==> src/rtl/can_err_pkg.sv <==
package can_err_pkg;
  localparam int REG_W    = 8;
  localparam int ADDR_W   = 3;
  localparam int SUM_BIT  = 5;
  localparam int MODE_BIT = 7;

  typedef enum logic [ADDR_W-1:0] {
    SEL_FLAG = 3'd0,
    SEL_EN   = 3'd1,
    SEL_CODE = 3'd2,
    SEL_TXC  = 3'd3,
    SEL_RXC  = 3'd4,
    SEL_STAT = 3'd5,
    SEL_IE   = 3'd6,
    SEL_NONE = 3'd7
  } regSel_e;

  typedef struct packed {
    logic             flagWr;
    logic             enWr;
    logic             codeWr;
    logic             ieWr;
    logic [REG_W-1:0] data;
  } wrStrobe_t;
endpackage

==> src/rtl/can_err_ctrl.sv <==
module can_err_ctrl
  import can_err_pkg::*;
#(
  parameter int NUM_SRC = 8,
  parameter int CODE_W  = 7,
  parameter int CNT_W   = 8
) (
  input  logic                regWe,
  input  logic [ADDR_W-1:0]   regAddr,
  input  logic [REG_W-1:0]    regWdata,
  input  logic [NUM_SRC-1:0]  flagQ,
  input  logic [NUM_SRC-1:0]  enQ,
  input  logic [CODE_W-1:0]   codeQ,
  input  logic                modeQ,
  input  logic                ieQ,
  input  logic                sumFlag,
  input  logic [CNT_W-1:0]    txErrCnt,
  input  logic [CNT_W-1:0]    rxErrCnt,
  output wrStrobe_t           strobe,
  output logic [REG_W-1:0]    regRdata
);
  regSel_e sel;
  assign sel = regSel_e'(regAddr);

  // write decode: one strobe per writable register
  always_comb begin
    strobe      = '0;
    strobe.data = regWdata;
    if (regWe) begin
      unique case (sel)
        SEL_FLAG: strobe.flagWr = 1'b1;
        SEL_EN:   strobe.enWr   = 1'b1;
        SEL_CODE: strobe.codeWr = 1'b1;
        SEL_IE:   strobe.ieWr   = 1'b1;
        default:  ;
      endcase
    end
  end

  // read mux
  always_comb begin
    regRdata = '0;
    unique case (sel)
      SEL_FLAG: regRdata = REG_W'(flagQ);
      SEL_EN:   regRdata = REG_W'(enQ);
      SEL_CODE: begin
        regRdata[CODE_W-1:0] = codeQ;
        regRdata[MODE_BIT]   = modeQ;
      end
      SEL_TXC:  regRdata = REG_W'(txErrCnt);
      SEL_RXC:  regRdata = REG_W'(rxErrCnt);
      SEL_STAT: regRdata[SUM_BIT] = sumFlag;
      SEL_IE:   regRdata[SUM_BIT] = ieQ;
      default:  regRdata = '0;
    endcase
  end
endmodule

==> src/rtl/can_err_dp.sv <==
module can_err_dp
  import can_err_pkg::*;
#(
  parameter int NUM_SRC = 8,
  parameter int CODE_W  = 7
) (
  input  logic               clk,
  input  logic               rstN,
  input  wrStrobe_t          strobe,
  input  logic [NUM_SRC-1:0] errEvent,
  input  logic [CODE_W-1:0]  errCode,
  output logic [NUM_SRC-1:0] flagQ,
  output logic [NUM_SRC-1:0] enQ,
  output logic [CODE_W-1:0]  codeQ,
  output logic               modeQ,
  output logic               ieQ,
  output logic               sumFlag
);
  localparam int BUS_ERR_IDX = 0;

  logic busErr;
  assign busErr = errEvent[BUS_ERR_IDX];

  // sticky flags: event has priority over a same-cycle clear
  for (genvar i = 0; i < NUM_SRC; i++) begin : g_flag
    always_ff @(posedge clk) begin
      if (!rstN)                                flagQ[i] <= 1'b0;
      else if (errEvent[i])                     flagQ[i] <= 1'b1;
      else if (strobe.flagWr && !strobe.data[i]) flagQ[i] <= 1'b0;
    end
  end

  // error code store: replace or accumulate depending on display mode
  for (genvar j = 0; j < CODE_W; j++) begin : g_code
    logic keepBit;
    assign keepBit = !(strobe.codeWr && !strobe.data[j]);
    always_ff @(posedge clk) begin
      if (!rstN)         codeQ[j] <= 1'b0;
      else if (busErr)   codeQ[j] <= modeQ ? ((codeQ[j] & keepBit) | errCode[j]) : errCode[j];
      else if (!keepBit) codeQ[j] <= 1'b0;
    end
  end

  always_ff @(posedge clk) begin
    if (!rstN) begin
      modeQ <= 1'b0;
      enQ   <= '0;
      ieQ   <= 1'b0;
    end else begin
      if (strobe.codeWr) modeQ <= strobe.data[MODE_BIT];
      if (strobe.enWr)   enQ   <= strobe.data[NUM_SRC-1:0];
      if (strobe.ieWr)   ieQ   <= strobe.data[SUM_BIT];
    end
  end

  assign sumFlag = |(flagQ & enQ);
endmodule

==> src/rtl/can_err_capture.sv <==
module can_err_capture
  import can_err_pkg::*;
#(
  parameter int NUM_SRC = 8,
  parameter int CODE_W  = 7,
  parameter int CNT_W   = 8
) (
  input  logic               clk,
  input  logic               rstN,
  input  logic [NUM_SRC-1:0] errEvent,
  input  logic [CODE_W-1:0]  errCode,
  input  logic [CNT_W-1:0]   txErrCnt,
  input  logic [CNT_W-1:0]   rxErrCnt,
  input  logic               regWe,
  input  logic [ADDR_W-1:0]  regAddr,
  input  logic [REG_W-1:0]   regWdata,
  output logic [REG_W-1:0]   regRdata,
  output logic               errIrq
);
  wrStrobe_t          strobe;
  logic [NUM_SRC-1:0] flagQ;
  logic [NUM_SRC-1:0] enQ;
  logic [CODE_W-1:0]  codeQ;
  logic               modeQ;
  logic               ieQ;
  logic               sumFlag;

  can_err_ctrl #(.NUM_SRC(NUM_SRC), .CODE_W(CODE_W), .CNT_W(CNT_W)) u_ctrl (
    .regWe(regWe), .regAddr(regAddr), .regWdata(regWdata),
    .flagQ(flagQ), .enQ(enQ), .codeQ(codeQ), .modeQ(modeQ), .ieQ(ieQ),
    .sumFlag(sumFlag), .txErrCnt(txErrCnt), .rxErrCnt(rxErrCnt),
    .strobe(strobe), .regRdata(regRdata)
  );

  can_err_dp #(.NUM_SRC(NUM_SRC), .CODE_W(CODE_W)) u_dp (
    .clk(clk), .rstN(rstN), .strobe(strobe), .errEvent(errEvent), .errCode(errCode),
    .flagQ(flagQ), .enQ(enQ), .codeQ(codeQ), .modeQ(modeQ), .ieQ(ieQ), .sumFlag(sumFlag)
  );

  assign errIrq = sumFlag & ieQ;
endmodule

==> config.mk <==
export PLATFORM = sky130hd
export DESIGN_NAME = can_err_capture
export DESIGN_NICKNAME = d
export VERILOG_FILES = /design/src/rtl/can_err_pkg.sv /design/src/rtl/can_err_ctrl.sv /design/src/rtl/can_err_dp.sv /design/src/rtl/can_err_capture.sv
export SDC_FILE = /design/constraint.sdc
export NUM_CORES = 1
export LEC_CHECK = 0
export CAP_MARGIN = 25
export CORE_ASPECT_RATIO = 1.2
export CORE_MARGIN = 2
export CORE_UTILIZATION = 43
export DETAILED_ROUTE_END_ITERATION = 10
export PLACE_DENSITY_LB_ADDON = 0.15
export SETUP_SLACK_MARGIN = 0.02
export SLEW_MARGIN = 30
export SYNTH_ARGS = -nofsm -noshare
export SYNTH_HDL_FRONTEND = slang
export SYNTH_SLANG_ARGS = --single-unit
==> constraint.sdc <==
create_clock -name clk -period 1.4 [get_ports clk]
set_clock_uncertainty 0.05 [all_clocks]
set_input_delay 0.14 -clock clk [delete_from_list [all_inputs] [get_ports clk]]
set_output_delay 0.14 -clock clk [all_outputs]
set_load 0.05 [all_outputs]
==> run_results.csv, run 1 <==
group,metric,value,unit
timing,tightest_slew,0.2990,ns
placement,place_area,2210,µm²
setup_path,cp-end-kind,"output port",
setup_path,r2r_cells,6,
timing,worst_slack,-0.3125,ns
outcome,status,"finished with violations",
global_route,grtUsageMet3,0.02740,
global_route,grtUsageMet2,0.4851,
setup_path,critPathSlowestCell,"dfxtp_2",
floorplanning,ios,54,
setup_path,cp.required,1.21,ns
timing,rsz0062_at_grt,"true",
floorplanning,die_area,3708,µm²
timing,timing.hold.ws,0.2931,ns
setup_path,cp_slowest_stage_delay,0.35,ns
power_and_ir_drop,clkPwrFrac,0.191,
global_route,grt_pass1_vias,1601,
global_route,antenna_found_initial,0,
clocking,clockBufferDepth,2,
hold_path,min_path_type,"input pin to flop",
logic_synthesis,ys_types,32,
timing,tns,-1.486,ns
setup_path,critical_path.startpoint,"u_dp.flagQ[1]",
global_route,use_met1,0.3022,
final_layout,final_nets,280,
power_and_ir_drop,power_leakage,0.9812,nW
final_layout,areaGrowthSynthToFinish,71.22,%
setup_path,setup.worst_path.class,"flop to output port",
detailed_routing,firstDrtPassIters,4,
placement,placedCellCount,260,
power_and_ir_drop,pwr-share-comb,0.344,
timing,setup_viol,9,
outcome,violations,"negative setup slack",
logic_synthesis,yosys_register_bits,25,
global_route,gr-max-usage-layer,"met2",
global_route,overflow,0,
timing,slew_viol_final,0,
placement,dp_slack,-0.4555,ns
logic_synthesis,synthCells,152,
power_and_ir_drop,powerDensity,701.4,nW/µm²
global_route,grt_max_degree,15,
floorplanning,rows,22,
logic_synthesis,ys_warn_count,0,
floorplanning,die_h,66.31,µm
floorplanning,start_util,0.4513,
setup_path,timing.rr.end,"u_dp.codeQ[4]",
detailed_routing,dr_total_vias,1484,
placement,finalWeightedCongestion,0.8375,
timing,slew_headroom,0.8006,
clocking,clkSinkCount,25,
setup_path,worstPathArrival,1.52,ns
final_layout,fin_cells,270,
setup_path,r2r_setup_slack,0.33,ns
setup_path,path_cells,"a22oi_2 > nand4_1 > a311o_1 > buf_6",
setup_path,r2r-start,"u_dp.modeQ",
setup_path,worst-path-max-fanout,2,
clocking,h-tree-depth,1,
logic_synthesis,ys_top_cells_by_area,"dfxtp_1 36%, mux2i_1 16%, o21a_1 8.6%",
logic_synthesis,seq_area_frac_synth,0.3597,
detailed_routing,routed_wl,4357,µm
clocking,clk_pin_slew,0.14,ns
detailed_routing,final_antenna_net_count,0,
setup_path,cp-start-kind,"flop",
placement,dp_hpwl,3181,µm
final_layout,fin_area,2382,µm²
setup_path,crit_path_end,"regRdata[5]",
floorplanning,die_w,55.93,µm
placement,port_buffers,53,
power_and_ir_drop,p_int,1.187,mW
logic_synthesis,ys.flop_type,"dfxtp_1",
floorplanning,core,3083,µm²
global_route,grt_first_pass_wirelength,7431,µm
detailed_routing,first_iter_violations,36,
detailed_routing,drc_errors,0,
timing,period_share,1.223,
timing,max_freq,583.9,MHz
clocking,cts_tree,"yes",
timing,period_minus_slack,1.712,ns
power_and_ir_drop,vdd_drop_max,0.0004267,V
final_layout,n_antenna_cell,0,
logic_synthesis,yosys.area.top_type_share,0.3597,
clocking,cts-root-buf,"clkbuf_4",
logic_synthesis,synth_nets,197,
final_layout,layout-drive-gt1-share,0.3462,
logic_synthesis,synth.cell_area,1391,µm²
logic_synthesis,synth_edf_count,0,
clocking,worstSkewPairLatency,0.31,ns
power_and_ir_drop,p_sw_frac,0.2895,
detailed_routing,vias_per_cell,5.496,
logic_synthesis,synthArstFlopShare,0,
run,maxCapViolCount,0,
timing,hold_violations,0,
global_route,grt_use_total,0.2595,
detailed_routing,routedWlPerCell,16.14,µm
power_and_ir_drop,switchingPower,0.4838,mW
logic_synthesis,avgSynthCellArea,9.154,µm²
logic_synthesis,synth_top_area_cell,"dfxtp_1",
clocking,cts_inserted_buffers,3,
power_and_ir_drop,power_frac_seq,0.465,
-- sequential cells by signal, indices dropped and copies added, names as in the netlist --
signal / flops
u_dp.modeQ: 1
u_dp.flagQ: 8
u_dp.ieQ: 1
u_dp.enQ: 8
u_dp.codeQ: 7
-- cell usage in the layout (no fill, tap or decap), types with 9 or more instances in the layout --
cell             instances
clkdlybuf4s50_1         41
buf_4                   28
mux2i_1                 21
o21a_1                  16
dfxtp_1                 16
nand2_1                 15
nor2b_1                  9
dfxtp_2                  9
-- cell type report --
class | count | area [µm²]
multi-input combinational | 117 | 907.1
sequential | 25 | 511.7
timing repair buffer | 86 | 883.3
tap | 36 | 45.04
inverter | 2 | 7.507
clock inverter | 1 | 5.005
clock buffer | 3 | 22.52
fill | 216 | 700.7
-- power by group through the flow --
stage               Sequential [mW]  Combinational, mW  Clock, mW
finish                        0.778              0.574      0.319
global route                  0.781              0.611      0.367
detailed placement            0.786              0.526          0
floorplan                     0.779              0.247          0
CTS                           0.776              0.568      0.340
global placement              0.785              0.517          0
-- through the flow --
step / utilization / total power [mW]
after global routing: 0.7727 / 1.759
after CTS: 0.7695 / 1.684
after detailed placement: 0.7167 / 1.313
after floorplan: - / 1.027
after global placement: 0.7167 / 1.302
final: 0.7727 / 1.671
-- cells by family after synthesis --
family                 after synthesis  synth area share
AOI/OAI and AO/OA                   46            0.2347
buffers and inverters               10           0.05306
DFF                                 25            0.3597
muxes                               23            0.1745
and+or+nand+nor                     48            0.1781
-- synthesized netlist by cell type, drive strengths merged (3+ instances only) --
cell and count:
dfxtp 25, mux2i 22, nand2 17, o21a 16, nor2b 12, nor2 8
a21oi 7, o211ai 7, o22ai 7, a22oi 5, buf 5, and2 3
clkbuf 3, nand3 3
-- critical path, delay by kind of cell (launching register included) --
family,cells,cell delay (ns)
AO/OA/AOI/OAI,2,0.53
flip-flops,1,0.35
AND/OR/NAND/NOR,1,0.17
buffers and inverters,1,0.16
-- metal layers --
metal / share of wire / routed length [µm]
met1: 0.40 / 1735
met2: 0.52 / 2272
met3: 0.060 / 263
met4: 0.020 / 85
met5: 0 / 0
-- what timing repair did --
action | 4_1_cts | 5_1_grt
setup buffers | 5 | 0
setup endpoints to repair | 24 | 10
gates resized for setup | 31 | 3
hold buffers | 0 | 0
cloned | 1 | 0
pin swaps | 9 | 3
-- worst min path at each step --
stage                   from       endpoint  slack [ns]  cells past startpoint
6_report          errCode[2]  u_dp.codeQ[2]        0.29                      3
5_1_grt           errCode[2]  u_dp.codeQ[2]        0.27                      3
4_1_cts           errCode[2]  u_dp.codeQ[2]        0.28                      3
3_5_place_dp   u_dp.codeQ[1]  u_dp.codeQ[1]        0.42                      2
3_3_place_gp   u_dp.codeQ[6]  u_dp.codeQ[6]        0.42                      2
2_1_floorplan     errCode[0]  u_dp.codeQ[0]        0.19                      2
No activity file was read; power rests on OpenSTA's default activity.
==> inputs of run 2 (changes only) <==
==> constraint.sdc (replaced) <==
create_clock -name clk -period 1.78 [get_ports clk]
set_clock_uncertainty 0.05 [all_clocks]
set_input_delay 0.178 -clock clk [delete_from_list [all_inputs] [get_ports clk]]
set_output_delay 0.178 -clock clk [all_outputs]
set_load 0.05 [all_outputs]
==> run 2 against run 1 <==
Net effect:
- the run still ends with negative setup slack left
- count of clock-buffer cells in the layout increased by 1
- first-iteration DRC count increased by 31%
- non-clock buffer count is 13 lower
- critical path type unchanged
- critical path depth unchanged
- via count is 1.5% lower
- combinational power fell by 28%
- total power is 23% lower
==> run_results.csv, run 2 (synthesis results as in run 1) <==
group,metric,value,unit
outcome,status,"finished with violations",
outcome,violations,"negative setup slack",
clocking,clockBufferDepth,2,
final_layout,final_nets,267,
timing,worst_slack,-0.02635,ns
detailed_routing,drc_errors,0,
global_route,grt_pass1_vias,1513,
final_layout,final_cell_mix,"41 x clkdlybuf4s50_1, 22 x mux2i_1, 20 x dfxtp_1",
power_and_ir_drop,vdd_drop_max,0.0004530,V
run,maxCapViolCount,0,
floorplanning,die_h,66.31,µm
detailed_routing,first_iter_violations,47,
floorplanning,rows,22,
timing,period_minus_slack,1.806,ns
final_layout,reg_top3,"u_dp.enQ: 8 flops, u_dp.flagQ: 8 flops, u_dp.codeQ: 7 flops",
timing,rsz0062_at_grt,"true",
setup_path,path_cells,"a22oi_2 > nand4_1 > a311o_1 > buf_6",
setup_path,cp-start-kind,"flop",
global_route,grt_use_total,0.2474,
floorplanning,ios,54,
floorplanning,core,3083,µm²
placement,dp_slack,-0.1557,ns
timing,slew_viol_final,0,
timing,slew_headroom,0.6992,
timing,max_freq,553.6,MHz
setup_path,worstPathArrival,1.58,ns
timing,setup_viol,1,
setup_path,cp-end-kind,"output port",
detailed_routing,final_antenna_net_count,0,
floorplanning,start_util,0.4513,
final_layout,final_common_cell,"clkdlybuf4s50_1",
final_layout,areaGrowthSynthToFinish,59.08,%
detailed_routing,firstDrtPassIters,4,
hold_path,min_path_type,"input pin to flop",
detailed_routing,vias_per_cell,5.689,
timing,period_share,1.015,
setup_path,worst-path-max-fanout,3,
clocking,cts-root-buf,"clkbuf_4",
floorplanning,die_area,3708,µm²
timing,tns,-0.02635,ns
floorplanning,die_w,55.93,µm
global_route,antenna_found_initial,0,
final_layout,layout-drive-gt1-share,0.2579,
placement,finalWeightedCongestion,0.9306,
detailed_routing,routedWlPerCell,17.17,µm
global_route,overflow,0,
clocking,clk_pin_slew,0.14,ns
final_layout,n_antenna_cell,0,
clocking,h-tree-depth,1,
power_and_ir_drop,powerDensity,581.7,nW/µm²
placement,port_buffers,53,
detailed_routing,routed_wl,4413,µm
timing,tightest_slew,0.4486,ns
setup_path,cp.required,1.55,ns
setup_path,setup.worst_path.class,"flop to output port",
placement,dp_hpwl,3294,µm
clocking,cts_inserted_buffers,3,
clocking,worstSkewPairLatency,0.32,ns
global_route,grt_max_degree,14,
clocking,cts_tree,"yes",
timing,hold_violations,0,
final_layout,utilization,0.7179,
detailed_routing,dr_total_vias,1462,
global_route,grt_first_pass_wirelength,6969,µm
setup_path,cp_slowest_stage_delay,0.37,ns
power_and_ir_drop,power_leakage,0.8883,nW
clocking,clkSinkCount,25,
setup_path,critPathSlowestCell,"dfxtp_1",
## run 2: area by class of cell
type	instances	area [µm²]
clock buffer	4	26.28
tap	36	45.04
multi-input combinational	117	875.8
sequential	25	506.7
timing repair buffer	73	752.0
fill	251	869.6
inverter	2	7.507
## run 2: report_power, final
group	internal [mW]	switching, mW
Combinational	0.231	0.182
Clock	0.0878	0.176
Sequential	0.588	0.0232
## run 2: metal layers
metal | GRT usage | up-vias | part of all wire
met3 | 0.04501 | 12 | 0.063
met4 | 0.1131 | 0 | 0.029
met1 | 0.2898 | 695 | 0.42
met5 | 0 | - | 0
li1 | - | 691 | -
met2 | 0.4390 | 64 | 0.49
## run 2: repair_timing
action	CTS	global route
resized for setup	16	9
hold buffers	0	0
setup endpoints to repair	8	8
pin swaps	1	1
buffers inserted	0	1
## run 2: path summary, 6_finish.rpt
kind                               startpoint             to  slack [ns]  depth (start not counted)
worst max-delay path            u_dp.flagQ[0]    regRdata[5]       -0.03                          4
worst min register to register  u_dp.codeQ[5]  u_dp.codeQ[5]        0.44                          2
worst min-delay path               regAddr[2]       u_dp.ieQ        0.28                          4
worst max register to register     u_dp.modeQ  u_dp.codeQ[6]        0.57                          4
## run 2: stage by stage
step,cells,cell area [µm²],hold slack (ns),total power [mW]
5_1_grt,257,2213,0.3011,1.343
3_3_place_gp,252,2096,0.4131,1.002
3_5_place_dp,252,2096,0.4182,1.011
6_report,257,2213,0.2815,1.287
2_1_floorplan,152,1391,0.2270,0.7958
4_1_cts,256,2182,0.3187,1.282
## run 2: critical path: cells and delay by family (launching register included)
family	cells	cell delay [ns]
buffers and inverters	1	0.16
AOI/OAI and AO/OA	2	0.56
and+or+nand+nor	1	0.16
DFF	1	0.37
==> inputs of run 3 (changes only) <==
--- a/config.mk
+++ b/config.mk
@@ -5,10 +5,11 @@
 export SDC_FILE = /design/constraint.sdc
 export NUM_CORES = 1
 export LEC_CHECK = 0
-export CAP_MARGIN = 25
+export CELL_PAD_IN_SITES_DETAIL_PLACEMENT = 0
+export CELL_PAD_IN_SITES_GLOBAL_PLACEMENT = 2
 export CORE_ASPECT_RATIO = 1.2
 export CORE_MARGIN = 2
-export CORE_UTILIZATION = 43
+export CORE_UTILIZATION = 25
 export DETAILED_ROUTE_END_ITERATION = 10
 export PLACE_DENSITY_LB_ADDON = 0.15
 export SETUP_SLACK_MARGIN = 0.02
==> run 3 against run 2 <==
Net effect:
- the run now ends clean
- non-clock buffer count is 1 higher
- count of clock-buffer cells in the layout is 1 lower
- cell area is 4.6% higher
- cell count is 11% higher
- first-iteration DRC count is 36% lower
- total power is 6.7% higher
- largest power group unchanged
- highest routed layer unchanged
==> run_results.csv, run 3 (synthesis results as in run 1) <==
group,metric,value,unit
outcome,status,"complete, no violations",
detailed_routing,dr_total_vias,1368,
clocking,h-tree-depth,1,
final_layout,areaGrowthSynthToFinish,66.37,%
clocking,cts_tree,"yes",
hold_path,worstHoldPathCells,3,
timing,rsz0062_at_grt,"true",
detailed_routing,highest_layer,"met4",
clocking,cts-root-buf,"clkbuf_8",
setup_path,setup.worst_path.class,"input pin to output port",
setup_path,cp-start-kind,"input pin",
floorplanning,start_util,0.2608,
setup_path,r2r_cells,4,
final_layout,final_cell_mix,"41 x clkdlybuf4s50_1, 23 x dfxtp_1, 22 x mux2i_1",
placement,dp_hpwl,3463,µm
floorplanning,die_area,6180,µm²
global_route,grt_pass1_vias,1415,
global_route,grt_first_pass_wirelength,7176,µm
setup_path,r2r-start,"u_dp.modeQ",
setup_path,cp_slowest_stage_delay,0.34,ns
timing,period_minus_slack,1.768,ns
timing,tns,0,ns
timing,max_freq,565.7,MHz
global_route,overflow,0,
detailed_routing,vias_per_cell,4.817,
run,maxCapViolCount,0,
global_route,grt_use_total,0.1505,
setup_path,cp.required,1.55,ns
detailed_routing,routedWlPerCell,15.58,µm
final_layout,layout-drive-gt1-share,0.2568,
final_layout,n_antenna_cell,0,
timing,slew_headroom,0.7165,
clocking,clkSinkCount,25,
detailed_routing,route.met2.wl,2108,µm
placement,finalWeightedCongestion,0.7488,
setup_path,path_cells,"clkdlybuf4s15_2 > bufbuf_16 > and3_1 > a21oi_2 > o22ai_1 > a311o_1 > buf_6",
floorplanning,die_w,72.10,µm
final_layout,fill_cells,521,
power_and_ir_drop,powerDensity,593.6,nW/µm²
final_layout,final_common_cell,"clkdlybuf4s50_1",
detailed_routing,drc_errors,0,
timing,period_share,0.9932,
detailed_routing,first_iter_violations,30,
hold_path,hold_start,"errCode[6]",
hold_path,min_to,"u_dp.codeQ[6]",
global_route,antenna_found_initial,0,
setup_path,worstPathArrival,1.54,ns
placement,dp_slack,-0.1489,ns
detailed_routing,final_antenna_net_count,0,
detailed_routing,routed_wl,4424,µm
timing,setup_viol,0,
timing,slew_viol_final,0,
clocking,cts_inserted_buffers,3,
clocking,clockBufferDepth,2,
setup_path,cp_top_family,"buffers and inverters",
floorplanning,core,5334,µm²
floorplanning,ios,54,
setup_path,worst-path-max-fanout,6,
detailed_routing,wl_met1,2086,µm
final_layout,utilization,0.4340,
setup_path,r2r_setup_slack,0.61,ns
clocking,worstSkewPairLatency,0.27,ns
placement,port_buffers,53,
setup_path,cp_num_buf_inv,3,
final_layout,final_nets,268,
detailed_routing,wl_met3,183,µm
detailed_routing,firstDrtPassIters,4,
global_route,grt_max_degree,15,
setup_path,critPathSlowestCell,"a311o_1",
floorplanning,rows,29,
timing,hold_violations,0,
timing,tightest_slew,0.4227,ns
final_layout,reg_top3,"u_dp.enQ: 8 flops, u_dp.flagQ: 8 flops, u_dp.codeQ: 7 flops",
power_and_ir_drop,power_leakage,0.9198,nW
hold_path,min_path_type,"input pin to flop",
timing,worst_slack,0.01218,ns
floorplanning,die_h,85.72,µm
clocking,clk_pin_slew,0.10,ns
setup_path,cp-end-kind,"output port",
power_and_ir_drop,vdd_drop_max,0.0002394,V
clocking,cts.hold.buffers_added,0,
setup_path,timing.rr.end,"u_dp.codeQ[6]",
-- run 3: worst register-to-register path, cell delays in order, from the launching register on --
cell and delay, ns:
dfxtp_1 0.37, inv_1 0.07, a21boi_2 0.37, o211ai_1 0.17, nand2_1 0.09
-- run 3: worst max path at each step --
stage	slack, ns	endpoint	from	cells past startpoint
2_1_floorplan	0.08	regRdata[7]	regAddr[1]	6
3_3_place_gp	-0.12	regRdata[5]	regAddr[0]	6
3_5_place_dp	-0.15	regRdata[5]	regAddr[0]	6
4_1_cts	-0.006	regRdata[5]	u_dp.enQ[6]	4
5_1_grt	-0.05	regRdata[5]	u_dp.enQ[1]	4
6_report	0.01	regRdata[5]	regAddr[1]	7
-- run 3: stage by stage --
stage	power (mW)	hold slack (ns)	cell area (µm²)	std cells
finish	1.374	0.3812	2315	284
global route	1.450	0.4064	2315	284
CTS	1.391	0.3789	2288	283
detailed placement	1.020	0.4239	2153	278
global placement	1.015	0.4159	2153	278
floorplan	0.7958	0.2270	1391	152
-- run 3: final cells by class --
| cell class | count | area [µm²] | share of cell area |
|---|---|---|---|
| clock buffer | 3 | 41.29 | 0.01784 |
| timing repair buffer | 74 | 800.8 | 0.3459 |
| sequential | 25 | 503.0 | 0.2173 |
| multi-input combinational | 117 | 879.6 | 0.3800 |
| clock inverter | 1 | 5.005 | 0.002162 |
| inverter | 2 | 7.507 | 0.003243 |
| tap | 62 | 77.57 | 0.03351 |
-- run 3: layer usage --
| layer | vias up | global-route usage |
|---|---|---|
| met5 | - | 0 |
| met4 | 0 | 0.05146 |
| met3 | 4 | 0.01998 |
| met2 | 35 | 0.2427 |
| met1 | 639 | 0.2050 |
| li1 | 690 | - |
-- run 3: timing repair --
| action | 4_1_cts | 5_1_grt |
|---|---|---|
| gates cloned | 1 | 0 |
| setup endpoints to repair | 8 | 7 |
| pin swaps | 1 | 1 |
| gates resized for setup | 15 | 6 |
| buffers inserted | 0 | 1 |
-- run 3: report_power, final --
part / internal [mW] / leakage, nW / switching [mW] / total (mW)
sequential: 0.587 / 0.207 / 0.0223 / 0.609
combinational: 0.242 / 0.688 / 0.181 / 0.422
clock: 0.157 / 0.0255 / 0.186 / 0.343
total: 0.985 / 0.920 / 0.389 / 1.37
